**src/rtl/alu32_pkg.sv**
```systemverilog
package alu32_pkg;

    localparam int unsigned WORD_W = 32;
    localparam int unsigned OPC_W  = 3;

    // bit 2 = invert B / carry-in, bits 1..0 = result select
    localparam logic [OPC_W-1:0] OPC_AND = 3'b000;
    localparam logic [OPC_W-1:0] OPC_OR  = 3'b001;
    localparam logic [OPC_W-1:0] OPC_ADD = 3'b010;
    localparam logic [OPC_W-1:0] OPC_SUB = 3'b110;
    localparam logic [OPC_W-1:0] OPC_SLT = 3'b111;

endpackage

```
**src/rtl/alu_adder_slice.sv**
```systemverilog
module alu_adder_slice (
    input  logic a_i,
    input  logic b_i,
    input  logic binv_i,
    input  logic cin_i,
    output logic sum_o,
    output logic cout_o
);
    logic b_eff_d;

    always_comb begin
        b_eff_d = b_i ^ binv_i;
        sum_o   = a_i ^ b_eff_d ^ cin_i;
        cout_o  = (a_i & b_eff_d) | (a_i & cin_i) | (b_eff_d & cin_i);
    end
endmodule

```
**src/rtl/alu_ripple_chain.sv**
```systemverilog
module alu_ripple_chain #(
    parameter int unsigned WIDTH = 32
) (
    input  logic [WIDTH-1:0] a_i,
    input  logic [WIDTH-1:0] b_i,
    input  logic             binv_i,
    output logic [WIDTH-1:0] sum_o,
    output logic             ovf_o
);
    logic [WIDTH:0] carry_d;

    assign carry_d[0] = binv_i;

    for (genvar i = 0; i < WIDTH; i++) begin : g_slice
        alu_adder_slice u_slice (
            .a_i    (a_i[i]),
            .b_i    (b_i[i]),
            .binv_i (binv_i),
            .cin_i  (carry_d[i]),
            .sum_o  (sum_o[i]),
            .cout_o (carry_d[i+1])
        );
    end

    assign ovf_o = carry_d[WIDTH-1] ^ carry_d[WIDTH];
endmodule

```
**src/rtl/alu_zero_detect.sv**
```systemverilog
module alu_zero_detect #(
    parameter int unsigned WIDTH = 32
) (
    input  logic [WIDTH-1:0] data_i,
    output logic             zero_o
);
    assign zero_o = ~(|data_i);
endmodule

```
**src/rtl/alu32_core.sv**
```systemverilog
module alu32_core
    import alu32_pkg::*;
#(
    parameter int unsigned WIDTH = WORD_W
) (
    input  logic [WIDTH-1:0] a_i,
    input  logic [WIDTH-1:0] b_i,
    input  logic [OPC_W-1:0] op_i,
    output logic [WIDTH-1:0] result_o,
    output logic             zero_o,
    output logic             overflow_o
);
    localparam int unsigned MSB = WIDTH - 1;

    typedef struct packed {
        logic [WIDTH-1:0] result;
        logic             ovf;
    } alu_out_t;

    alu_out_t         out_d;
    logic [WIDTH-1:0] sum_d;
    logic             chain_ovf_d;

    alu_ripple_chain #(.WIDTH(WIDTH)) u_chain (
        .a_i    (a_i),
        .b_i    (b_i),
        .binv_i (op_i[OPC_W-1]),
        .sum_o  (sum_d),
        .ovf_o  (chain_ovf_d)
    );

    always_comb begin
        out_d = '0;
        case (op_i)
            OPC_AND: out_d.result = a_i & b_i;
            OPC_OR:  out_d.result = a_i | b_i;
            OPC_ADD, OPC_SUB: begin
                out_d.result = sum_d;
                out_d.ovf    = chain_ovf_d;
            end
            OPC_SLT: out_d.result[0] = sum_d[MSB];
            default: out_d = '0;
        endcase
    end

    assign result_o   = out_d.result;
    assign overflow_o = out_d.ovf;

    alu_zero_detect #(.WIDTH(WIDTH)) u_zero (
        .data_i (out_d.result),
        .zero_o (zero_o)
    );

    always_comb begin
        if (op_i == OPC_ADD) begin

            add_sum_chk: assert (sum_d == WIDTH'(a_i + b_i));
        end
        if (op_i == OPC_SUB) begin

            sub_diff_chk: assert (sum_d == WIDTH'(a_i - b_i));
        end
        if (op_i == OPC_SLT) begin

            slt_upper_chk: assert (result_o[MSB:1] == '0);
        end
        if (op_i != OPC_ADD && op_i != OPC_SUB) begin

            no_overflow_chk: assert (!overflow_o);
        end
        if (op_i == OPC_ADD || op_i == OPC_SUB) begin

            ovf_sign_chk: assert (overflow_o ==
                ((a_i[MSB] == (b_i[MSB] ^ op_i[OPC_W-1])) && (sum_d[MSB] != a_i[MSB])));
        end
    end
endmodule

```
**config.mk**
```make
export PLATFORM = sky130hd
export DESIGN_NAME = alu32_core
export DESIGN_NICKNAME = d
export VERILOG_FILES = /design/src/rtl/alu32_pkg.sv /design/src/rtl/alu_adder_slice.sv /design/src/rtl/alu_ripple_chain.sv /design/src/rtl/alu_zero_detect.sv /design/src/rtl/alu32_core.sv
export SDC_FILE = /design/constraint.sdc
export NUM_CORES = 1
export LEC_CHECK = 0
export CORE_UTILIZATION = 55
export DETAILED_ROUTE_END_ITERATION = 16
export DONT_BUFFER_PORTS = 1
export PLACE_DENSITY = 0.77
export SYNTH_ARGS = -nofsm -noshare
export SYNTH_HDL_FRONTEND = slang
export SYNTH_SLANG_ARGS = --single-unit
```
**constraint.sdc**
```tcl
create_clock -name vclk -period 30.9
set_input_delay 3.09 -clock vclk [all_inputs]
set_output_delay 3.09 -clock vclk [all_outputs]
set_load 0.1 [all_outputs]
```
---- Word level (Yosys, flattened, before mapping) ----
Index checks and enable logic that the tools add are counted.
cells by class
  eq/ne operators ......................... 4
  muxes and demuxes ....................... 3
  bitwise gates (word level) .............. 260
  reductions and logical operators ........ 3
operators with widths
  cell                                                 number
  XOR 1 bit                                            97
  AND 1 bit                                            96
  case mux 31 bit (3 select lines)                     1
  OR 1 bit                                             64
  AND 32 bit                                           1
  OR 32 bit                                            1
  OR reduction 32 bit                                  1
  equality test 3 bit, second input constant           2
  case mux 1 bit (4 select lines)                      1
  equality test 3 x 1 -> 1 bit, second input constant  1
  equality test 3 x 2 -> 1 bit, second input constant  1
  zero test 3 bit                                      1
  OR reduction 2 bit                                   1
  2-to-1 mux 1 bit                                     1
  inverter 1 bit                                       1
storage, ports and cells
  bits in registers ....................... 0
  input port bits ......................... 67
  output and inout bits ................... 34
  logic and storage cells ................. 270

---- Longest topological paths before layout ----
Gate-level depths: netlist of the first run.
  depth after elaboration ................. 99
  depth in mapped cells ................... 42
  depth with buffers taken out ............ 40

---- Modules after synthesis ----
From an unflattened synthesis of the first run, not the netlist that was laid out.
second synthesis, totals
  cells, all modules ...................... 285
  area total of the unflattened synthesis .. 2,225.9 sq um
modules (own cells, without submodules)
  module            instances  cells an instance  area each (sq um)
  alu_adder_slice   32         6                  43.8
  alu32_core        1          81                 743.2
  alu_zero_detect   1          11                 72.6
  alu_ripple_chain  1          1                  8.8

---- Worst setup path after synthesis of the first run ----
No wires, ideal clock.
  path type ............................... input port to output port
  from .................................... input op_i[2]
  to ...................................... output zero_o
  data arrival time ....................... 18.583 ns
  path slack .............................. 9.227 ns
  stages .................................. 41
  buffers on the path ..................... 2
  cells stage by stage .................... buf_2 -> buf_1 -> xnor2_1 -> fa_1 -> fa_1 -> inv_1 -> fa_1 -> fa_1 -> fa_1 -> fa_1 -> fa_1 -> fa_1 -> fa_1 -> fa_1 -> fa_1 -> fa_1 -> fa_1 -> fa_1 -> [5 not listed] -> fa_1 -> fa_1 -> fa_1 -> fa_1 -> fa_1 -> fa_1 -> fa_1 -> fa_1 -> fa_1 -> fa_1 -> inv_1 -> fa_1 -> inv_1 -> fa_1 -> a22oi_1 -> and4b_1 -> nand4_1 -> nor4b_2
on the way
  longest elaborated chain between the ends .. 98
ends and longest elaborated chain
  what                                                                                 RTL line               source
  start: declaration                                                                   alu32_core.sv:8        input logic [OPC_W-1:0] op_i,
  XOR 1 bit                                                                            alu_adder_slice.sv:12  b_eff_d = b_i ^ binv_i;
  AND 1 bit                                                                            alu_adder_slice.sv:14  cout_o = (a_i & b_eff_d) | (a_i & cin_i) | (b_eff_d & cin_i);
  OR 1 bit (2 in a row)                                                                alu_adder_slice.sv:14
  AND 1 bit                                                                            alu_adder_slice.sv:14
  OR 1 bit (2 in a row)                                                                alu_adder_slice.sv:14
  AND 1 bit                                                                            alu_adder_slice.sv:14
  OR 1 bit (2 in a row)                                                                alu_adder_slice.sv:14
  AND 1 bit                                                                            alu_adder_slice.sv:14
  [77 not listed]                                                                      --
  AND 1 bit                                                                            alu_adder_slice.sv:14
  OR 1 bit (2 in a row)                                                                alu_adder_slice.sv:14
  AND 1 bit                                                                            alu_adder_slice.sv:14
  OR 1 bit (2 in a row)                                                                alu_adder_slice.sv:14
  XOR 1 bit                                                                            alu_adder_slice.sv:13  sum_o = a_i ^ b_eff_d ^ cin_i;
  case mux 1 bit (4 select lines) or case mux 31 bit (3 select lines) (tied branches)  alu32_core.sv:34       case (op_i)
  OR reduction 32 bit *                                                                alu_zero_detect.sv:7   assign zero_o = ~(|data_i);
  inverter 1 bit *                                                                     alu_zero_detect.sv:7
  end: declaration                                                                     alu32_core.sv:10       output logic zero_o,
Every way passes the cells marked *; elsewhere a longest branch is shown, timed or not.

---- Worst setup path after layout of the first run ----
  from .................................... input b_i[0]
  to ...................................... output zero_o
on the way
  longest elaborated chain between the ends .. 98
ends and longest elaborated chain
  what                                                                                 RTL line               source
  start: declaration                                                                   alu32_core.sv:7        input logic [WIDTH-1:0] b_i,
  XOR 1 bit                                                                            alu_adder_slice.sv:12
  AND 1 bit                                                                            alu_adder_slice.sv:14
  OR 1 bit (2 in a row)                                                                alu_adder_slice.sv:14
  AND 1 bit                                                                            alu_adder_slice.sv:14
  OR 1 bit (2 in a row)                                                                alu_adder_slice.sv:14
  AND 1 bit                                                                            alu_adder_slice.sv:14
  OR 1 bit (2 in a row)                                                                alu_adder_slice.sv:14
  AND 1 bit                                                                            alu_adder_slice.sv:14
  [77 not listed]                                                                      --
  AND 1 bit                                                                            alu_adder_slice.sv:14
  OR 1 bit (2 in a row)                                                                alu_adder_slice.sv:14
  AND 1 bit                                                                            alu_adder_slice.sv:14
  OR 1 bit (2 in a row)                                                                alu_adder_slice.sv:14
  XOR 1 bit                                                                            alu_adder_slice.sv:13
  case mux 1 bit (4 select lines) or case mux 31 bit (3 select lines) (tied branches)  alu32_core.sv:34
  OR reduction 32 bit *                                                                alu_zero_detect.sv:7
  inverter 1 bit *                                                                     alu_zero_detect.sv:7
Marks and branches as above.

==> results of run 1 <==
[how the worst min path moves through the flow]
stage	slack [ns]	cells after the start	endpoint	start
CTS	6.48	1	result_o[0]	op_i[1]
global placement	6.48	1	result_o[0]	op_i[1]
floorplan	6.53	3	zero_o	op_i[1]
detailed placement	6.48	1	result_o[0]	op_i[1]
finish	6.49	1	result_o[0]	op_i[1]
global route	6.48	1	result_o[0]	op_i[1]
[critical path, delay by kind of cell]
family | cells | cell delay (ns)
and+or+nand+nor | 3 | 0.72
AOI/OAI and AO/OA | 1 | 0.22
adders and majority gates | 31 | 12.77
buffers and inverters | 4 | 0.54
muxes | 1 | 0.22
[synthesized netlist by cell type, drive strengths merged]
| cell | instances |
|---|---|
| a22o | 24 |
| xor2 | 29 |
| inv | 13 |
| buf | 13 |
| and4 | 1 |
| and4b | 1 |
| nand3 | 1 |
| a2bb2oi | 3 |
| maj3 | 31 |
| nor3 | 1 |
| mux2i | 1 |
| nor4b | 1 |
| a21o | 1 |
| nand2b | 1 |
| nand4 | 1 |
| o211ai | 1 |
| nor2 | 2 |
| o21ai | 3 |
| fa | 31 |
| clkbuf | 1 |
| nor2b | 1 |
| xnor2 | 4 |
| a22oi | 4 |
| nor4 | 5 |
| nand2 | 3 |
[power breakdown]
group	switching [mW]	internal, mW	total [mW]
logic	0.0594	0.0187	0.0780
registers	0	0	0
clock network	0	0	0
total	0.0594	0.0187	0.0780
[layout make-up]
cell class	instances	area share
tap	44	0.0306
inverter	13	0.0271
multi-input combinational	150	0.934
timing repair buffer	2	0.00835
[through the flow]
step / instances / cell area [µm²] / setup slack, ns / power [mW] / hold WS, ns
2_1_floorplan: 177 / 1790 / 9.23 / 0.0725 / 6.53
3_3_place_gp: 209 / 1800 / 10.47 / 0.0754 / 6.48
3_5_place_dp: 209 / 1800 / 10.17 / 0.0784 / 6.48
4_1_cts: 209 / 1800 / 10.12 / 0.0785 / 6.48
5_1_grt: 209 / 1800 / 9.66 / 0.0831 / 6.48
6_report: 209 / 1800 / 10.24 / 0.0780 / 6.49
[kinds of logic after synthesis]
kind of cell,after synthesis,synth area share
buffers and inverters,27,0.0734
AND/OR/NAND/NOR,18,0.0699
multiplexers,1,0.00559
XOR/XNOR,33,0.161
adder cells (fa/ha/maj),62,0.524
AO/OA/AOI/OAI,36,0.166
[metal layers]
layer,vias up,track usage
met5,-,0
met4,0,0.0238
met3,2,0.0218
met2,64,0.464
met1,675,0.285
li1,605,-
==> impl_metrics.yaml, run 1 <==
die:
  floorplan.die.height_um: 59.1
  initial_core_util: 0.582
  core_um2: 3080
  ioPinCount: 101
  dieWidth_um: 59.1
  row_count: 20
  die_area_um2: 3490
synth:
  yosysTopAreaCellShare: 0.347
  synth_area_leaders: "fa_1 35%, xor2_1 14%, maj3_1 14%"
  syn_area_um2: 1790
  yosys_warnings: 0
  synth_fp_nets: 275
  ys_types: 30
  yosysTopAreaCell: "fa_1"
  synth_cells: 177
  yosysSeqAreaShare: 0
  avgSynthCellArea_um2: 10.1
critical_path:
  worstPathArrival_ns: 17.57
  cp-endpoint: "zero_o"
  crit_path_max_incr_delay_ns: 0.45
  slowest_stage: "fa_1"
  cp-startpoint: "b_i[0]"
  crit_type: "in -> out"
  critPathMaxFanout: 4
  cp-end-kind: "primary output"
  crit_top_cell: "fa_1"
  crit_required_ns: 27.81
  worst_setup_path_start_kind: "primary input"
timing:
  slew_viol_final: 0
  layout_min_cycle_time_ns: 20.66
  clock.fmax_mhz: 48.4
  worst_pin_slew_ns: 1.13
  setup_tns_ns: 0
  final.period_utilization: 0.669
  grt_setup_unrepaired: "false"
  setup_viol: 0
  hold_violations: 0
  maxSlewHeadroom: 0.243
global_route:
  grt_first_pass_wirelength_mm: 6.50
  globalRoute.totalOverflow: 0
  antenna_found_initial: 0
  grtUsageTotal: 0.236
  grt_max_degree: 37
  grt_pass1_vias: 1485
cells_and_area:
  seqCellArea_um2: 0
  insertedDiodeCount: 0
  fin_util: 0.584
  design.seq.count: 0
  nFillCells: 282
  multiInputGateArea_um2: 1680
  nClkBuffers: 0
  nets: 265
  mostFrequentLayoutCell: "fa_1"
  area_delta_synth_final_pct: 0.419
  final_cell_mix: "31 x fa_1, 29 x xor2_1, 25 x maj3_1"
  drive_above_1_share: 0.0909
route:
  vias: 1346
  wire_per_inst_um: 19.8
  dr.pass1.iters: 4
  highest-signal-layer: "met4"
  wl_met3_um: 247
  drt_iter0_drc: 65
  drcViolationCount: 0
  wl_met2_mm: 2.32
  vias_per_cell: 6.44
  met1_length_mm: 1.55
  drt_wl_total_mm: 4.14
  antenna_left: 0
placed_design:
  port_buffers: 0
  post-dp-hpwl_mm: 3.44
  gp_congestion: 0.679
worst_hold_path:
  holdCritPathClass: "in -> out"
job:
  maxCapViolCount: 0
pwr:
  p_per_area_nw_per_um2: 43.4
  ir_drop_mv: 0.0254
  total_leakage_power_nw: 0.696
clock_tree:
  cts_resized: 0
  post_cts_buffers: 0
  hold_buffers: 0
status:
  status: "completed"
(Power assumes the default switching activity.)
==> run 2: changes to the inputs <==
--- a/config.mk
+++ b/config.mk
@@ -5,10 +5,11 @@
 export SDC_FILE = /design/constraint.sdc
 export NUM_CORES = 1
 export LEC_CHECK = 0
+export ABC_AREA = 1
 export CORE_UTILIZATION = 55
 export DETAILED_ROUTE_END_ITERATION = 16
 export DONT_BUFFER_PORTS = 1
-export PLACE_DENSITY = 0.77
+export PLACE_DENSITY = 0.8
 export SYNTH_ARGS = -nofsm -noshare
 export SYNTH_HDL_FRONTEND = slang
 export SYNTH_SLANG_ARGS = --single-unit
==> constraint.sdc (replaced) <==
create_clock -name vclk -period 17.62
set_input_delay 1.762 -clock vclk [all_inputs]
set_output_delay 1.762 -clock vclk [all_outputs]
set_load 0.1 [all_outputs]
==> run 2 against run 1 <==
Synthesized cell count up 100%. Count of clock-buffer cells in the layout unchanged. Combinational power up 91%. Critical path depth up 7. Wire length up 34%. Total power up 91%. Area after synthesis up 32%. First-iteration DRC count up 71%. Final area up 34%. Worst setup slack worse by 9.7 ns. Utilization up 0.76 points. Critical path type unchanged. Highest routed layer unchanged.
==> impl_metrics.yaml, run 2 <==
status:
  status: "completed"
route:
  wire_per_inst_um: 14.1
  drcViolationCount: 0
  drt_iter0_drc: 111
  antenna_left: 0
  vias: 2204
  vias_per_cell: 5.59
  drt_wl_total_mm: 5.56
  dr.pass1.iters: 4
critical_path:
  crit_path_max_incr_delay_ns: 0.47
  slowest_stage: "fa_1"
  crit_required_ns: 15.86
  crit_type: "in -> out"
  cp-end-kind: "primary output"
  worstPathArrival_ns: 15.28
  worst_setup_path_start_kind: "primary input"
  crit_top_cell: "fa_1"
  critPathMaxFanout: 2
global_route:
  grtUsageTotal: 0.251
  grt_first_pass_wirelength_mm: 9.02
  globalRoute.totalOverflow: 0
  grt_max_degree: 65
  antenna_found_initial: 0
  grt_pass1_vias: 2070
timing:
  maxSlewHeadroom: 0.273
  slew_viol_final: 0
  layout_min_cycle_time_ns: 17.05
  holdWs_ns: 3.89
  clock.fmax_mhz: 58.7
  setup_viol: 0
  grt_setup_unrepaired: "false"
  hold_violations: 0
  final.period_utilization: 0.967
  worst_pin_slew_ns: 1.09
synth:
  synthTopCellsByCount: "80 x nand2_1, 66 x inv_1, 51 x nand3_1"
  ys_types: 21
  synth_cells: 354
  yosys_warnings: 0
  synth_fp_nets: 452
  yosysMostFrequentCell: "nand2_1"
  synth_area_leaders: "fa_1 26%, nand2_1 13%, nand3_1 11%"
  yosysTopAreaCell: "fa_1"
  yosysTopAreaCellShare: 0.263
  avgSynthCellArea_um2: 6.67
  syn_area_um2: 2360
  yosysSeqAreaShare: 0
die:
  core_um2: 4060
  initial_core_util: 0.582
  row_count: 23
  dieWidth_um: 67.5
  die_area_um2: 4560
  ioPinCount: 101
  floorplan.die.height_um: 67.5
cells_and_area:
  area_delta_synth_final_pct: 1.64
  drive_above_1_share: 0.140
  insertedDiodeCount: 0
  fin_area_um2: 2400
  nets: 444
  design.seq.count: 0
  final_cell_mix: "79 x nand2_1, 66 x inv_1, 50 x nand3_1"
  seqCellArea_um2: 0
  fin_util: 0.592
  nClkBuffers: 0
  mostFrequentLayoutCell: "nand2_1"
pwr:
  total_leakage_power_nw: 1.26
  p_per_area_nw_per_um2: 61.9
  ir_drop_mv: 0.0287
clock_tree:
  post_cts_buffers: 0
job:
  maxCapViolCount: 0
placed_design:
  port_buffers: 0
  place_area_um2: 2360
  gp_congestion: 0.771
  post-dp-hpwl_mm: 4.25
worst_hold_path:
  whs_path_depth: 3
  holdCritPathClass: "in -> out"
==> run 2: changes by cell type after synthesis, sizes merged, moves of 5 or more <==
cell / delta
a22o: -24
inv: +53
maj3: -31
nand2: +77
nand3: +63
nand4: +24
nor2: +21
nor4: -5
or2: +5
==> run 2: worst paths after layout <==
kind | startpoint | to | slack [ns]
worst max-delay path | a_i[0] | zero_o | 0.57
worst min-delay path | a_i[27] | result_o[27] | 3.89
==> run 2: critical path, delay by kind of cell <==
family                   cells  cell delay [ns]
AO/OA/AOI/OAI                1             0.15
buffers and inverters        6             0.50
AND/OR/NAND/NOR              9             0.77
adder cells (fa/ha/maj)     31            12.12
==> run 2: kinds of logic after synthesis <==
logic type / share of synthesized area
adders and majority gates: 0.263
xor gates and xnor gates: 0.115
buffers and inverters: 0.181
and+or+nand+nor: 0.429
AOI/OAI and AO/OA: 0.0127
==> run 2: through the flow <==
| step | std cells | setup slack (ns) | power [mW] | setup TNS (ns) |
|---|---|---|---|---|
| 3_5_place_dp | 394 | -0.254 | 0.148 | -0.254 |
| 4_1_cts | 394 | 0.0274 | 0.148 | 0 |
| 6_report | 394 | 0.574 | 0.149 | 0 |
| 5_1_grt | 394 | 0.0404 | 0.162 | 0 |
| 3_3_place_gp | 394 | -0.0178 | 0.144 | -0.0178 |
| 2_1_floorplan | 354 | -0.382 | 0.135 | -0.744 |
==> run 2: repair_timing <==
| action | CTS | global route |
|---|---|---|
| hold buffers | 0 | 0 |
| endpoints found under the setup margin | 1 | 2 |
| pin swaps | 0 | 0 |
| gates resized for setup | 5 | 9 |
==> run 2: area by class of cell <==
| class | count | area (µm²) |
|---|---|---|
| multi-input cells | 268 | 1990 |
| fillers | 407 | 1660 |
| inverters | 66 | 248 |
| repair buffers | 10 | 100 |
| well taps | 50 | 62.6 |
==> run 2: metal layers <==
layer,GRT usage,wire length (µm)
met5,0,0
met4,0.0186,40
met3,0.0355,394
met2,0.455,2930
met1,0.323,2200
==> run 2: report_power, final <==
part / switching (mW) / total, mW / internal [mW]
logic: 0.115 / 0.149 / 0.0341
clock network: 0 / 0 / 0
registers: 0 / 0 / 0
total: 0.115 / 0.149 / 0.0341
==> run 3: changes to the inputs <==
--- a/config.mk
+++ b/config.mk
@@ -9,7 +9,7 @@
 export CORE_UTILIZATION = 55
 export DETAILED_ROUTE_END_ITERATION = 16
 export DONT_BUFFER_PORTS = 1
-export PLACE_DENSITY = 0.8
+export PLACE_DENSITY = 0.77
 export SYNTH_ARGS = -nofsm -noshare
 export SYNTH_HDL_FRONTEND = slang
 export SYNTH_SLANG_ARGS = --single-unit
==> constraint.sdc (replaced) <==
create_clock -name vclk -period 22
set_input_delay 2.2 -clock vclk [all_inputs]
set_output_delay 2.2 -clock vclk [all_outputs]
set_load 0.1 [all_outputs]
==> run 3 against run 2 <==
First-iteration DRC count down 37%. Worst hold slack improved by 0.99 ns. Sequential share of layout area unchanged. Wire length down 0.72%. Global-route usage decreased by 1.2 points. Worst setup slack gained 1.5 ns. Die area unchanged. Via count decreased by 0.68%. Flip-flop and latch count is the same. Total power fell by 24%. Non-clock buffer count fell by 10. Count of clock-buffer cells in the layout unchanged.
==> impl_metrics.yaml, run 3 (synthesis results as in run 2) <==
worst_hold_path:
  hold_path_end: "overflow_o"
  holdCritPathClass: "in -> out"
  min_from: "op_i[0]"
  whs_path_depth: 3
die:
  initial_core_util: 0.582
  ioPinCount: 101
  die_area_um2: 4560
  core_um2: 4060
  floorplan.die.height_um: 67.5
  row_count: 23
  dieWidth_um: 67.5
status:
  status: "completed"
job:
  maxCapViolCount: 0
route:
  vias: 2189
  drcViolationCount: 0
  drt_iter0_drc: 70
  wire_per_inst_um: 14.4
  antenna_left: 0
  vias_per_cell: 5.70
  dr.pass1.iters: 4
  drt_wl_total_mm: 5.52
cells_and_area:
  drive_above_1_share: 0.0659
  nets: 434
  area_delta_synth_final_pct: -4.66
  fin_area_um2: 2250
  nClkBuffers: 0
  insertedDiodeCount: 0
  final_cell_mix: "80 x nand2_1, 66 x inv_1, 51 x nand3_1"
  design.seq.count: 0
  fin_util: 0.555
  nFillCells: 403
  multiInputGateArea_um2: 1940
  mostFrequentLayoutCell: "nand2_1"
  seqCellArea_um2: 0
global_route:
  grt_max_degree: 65
  grt_first_pass_wirelength_mm: 8.58
  grt_pass1_vias: 2061
  globalRoute.totalOverflow: 0
  antenna_found_initial: 0
  grtUsageTotal: 0.239
critical_path:
  critPathTopFamily: "adder cells"
  crit_required_ns: 19.80
  slowest_stage: "nor2_2"
  crit_type: "in -> out"
  cp-end-kind: "primary output"
  critPathMaxFanout: 3
  worst_setup_path_start_kind: "primary input"
  crit_path_max_incr_delay_ns: 0.80
  path_buf_inv: 4
  crit_top_cell: "fa_1"
  worstPathArrival_ns: 17.77
placed_design:
  gp_congestion: 0.727
  port_buffers: 0
  place_area_um2: 2250
  post-dp-hpwl_mm: 4.23
timing:
  setup_tns_ns: 0
  final.period_utilization: 0.908
  worst_pin_slew_ns: 1.18
  layout_min_cycle_time_ns: 19.97
  clock.fmax_mhz: 50.1
  setup_viol: 0
  hold_violations: 0
  grt_setup_unrepaired: "false"
  maxSlewHeadroom: 0.212
  slew_viol_final: 0
clock_tree:
  cts_resized: 0
  post_cts_buffers: 0
  hold_buffers: 0
pwr:
  ir_drop_mv: 0.0227
  p_per_area_nw_per_um2: 50.5
  total_leakage_power_nw: 1.21
## run 3: cell count changes in the layout (fill, tap and decap cells not counted), sizes merged
cell	change
buf	-10
## run 3: layer usage
metal / vias up / share of wire / global-route usage / wire [µm]
li1: 1067 / - / - / -
met1: 1039 / 0.40 / 0.289 / 2200
met2: 79 / 0.51 / 0.439 / 2800
met3: 4 / 0.088 / 0.0422 / 484
met4: 0 / 0.0072 / 0.0399 / 40
met5: - / 0 / 0 / 0
## run 3: worst min-delay path, stage by stage
cell and delay (ns):
nor2_4 0.12, o21ai_0 0.14, a21oi_2 0.21
## run 3: metrics by stage
stage          power, mW  cells  hold WS (ns)  setup WS, ns
2_1_floorplan      0.108    354          4.89          2.05
3_3_place_gp       0.112    384          4.87          2.15
3_5_place_dp       0.114    384          4.87          2.02
4_1_cts            0.114    384          4.88          1.91
5_1_grt            0.123    384          4.90          1.41
6_report           0.114    384          4.89          2.03
## run 3: how the worst max path moves through the flow
stage               startpoint     end  slack, ns  cells after the start
detailed placement      a_i[0]  zero_o       2.02                     44
finish                  a_i[0]  zero_o       2.03                     44
CTS                     a_i[0]  zero_o       1.91                     44
global placement        a_i[0]  zero_o       2.15                     44
floorplan              op_i[2]  zero_o       2.05                     44
global route            a_i[0]  zero_o       1.41                     44
## run 3: power breakdown
| part | total [mW] | internal (mW) | switching [mW] |
|---|---|---|---|
| Combinational | 0.114 | 0.0232 | 0.0904 |
| Clock | 0 | 0 | 0 |
| Sequential | 0 | 0 | 0 |
| Total | 0.114 | 0.0232 | 0.0904 |
## run 3: cell type report
class / instances / share of cell area
well taps: 50 / 0.0278
multi-input cells: 268 / 0.862
inverters: 66 / 0.110
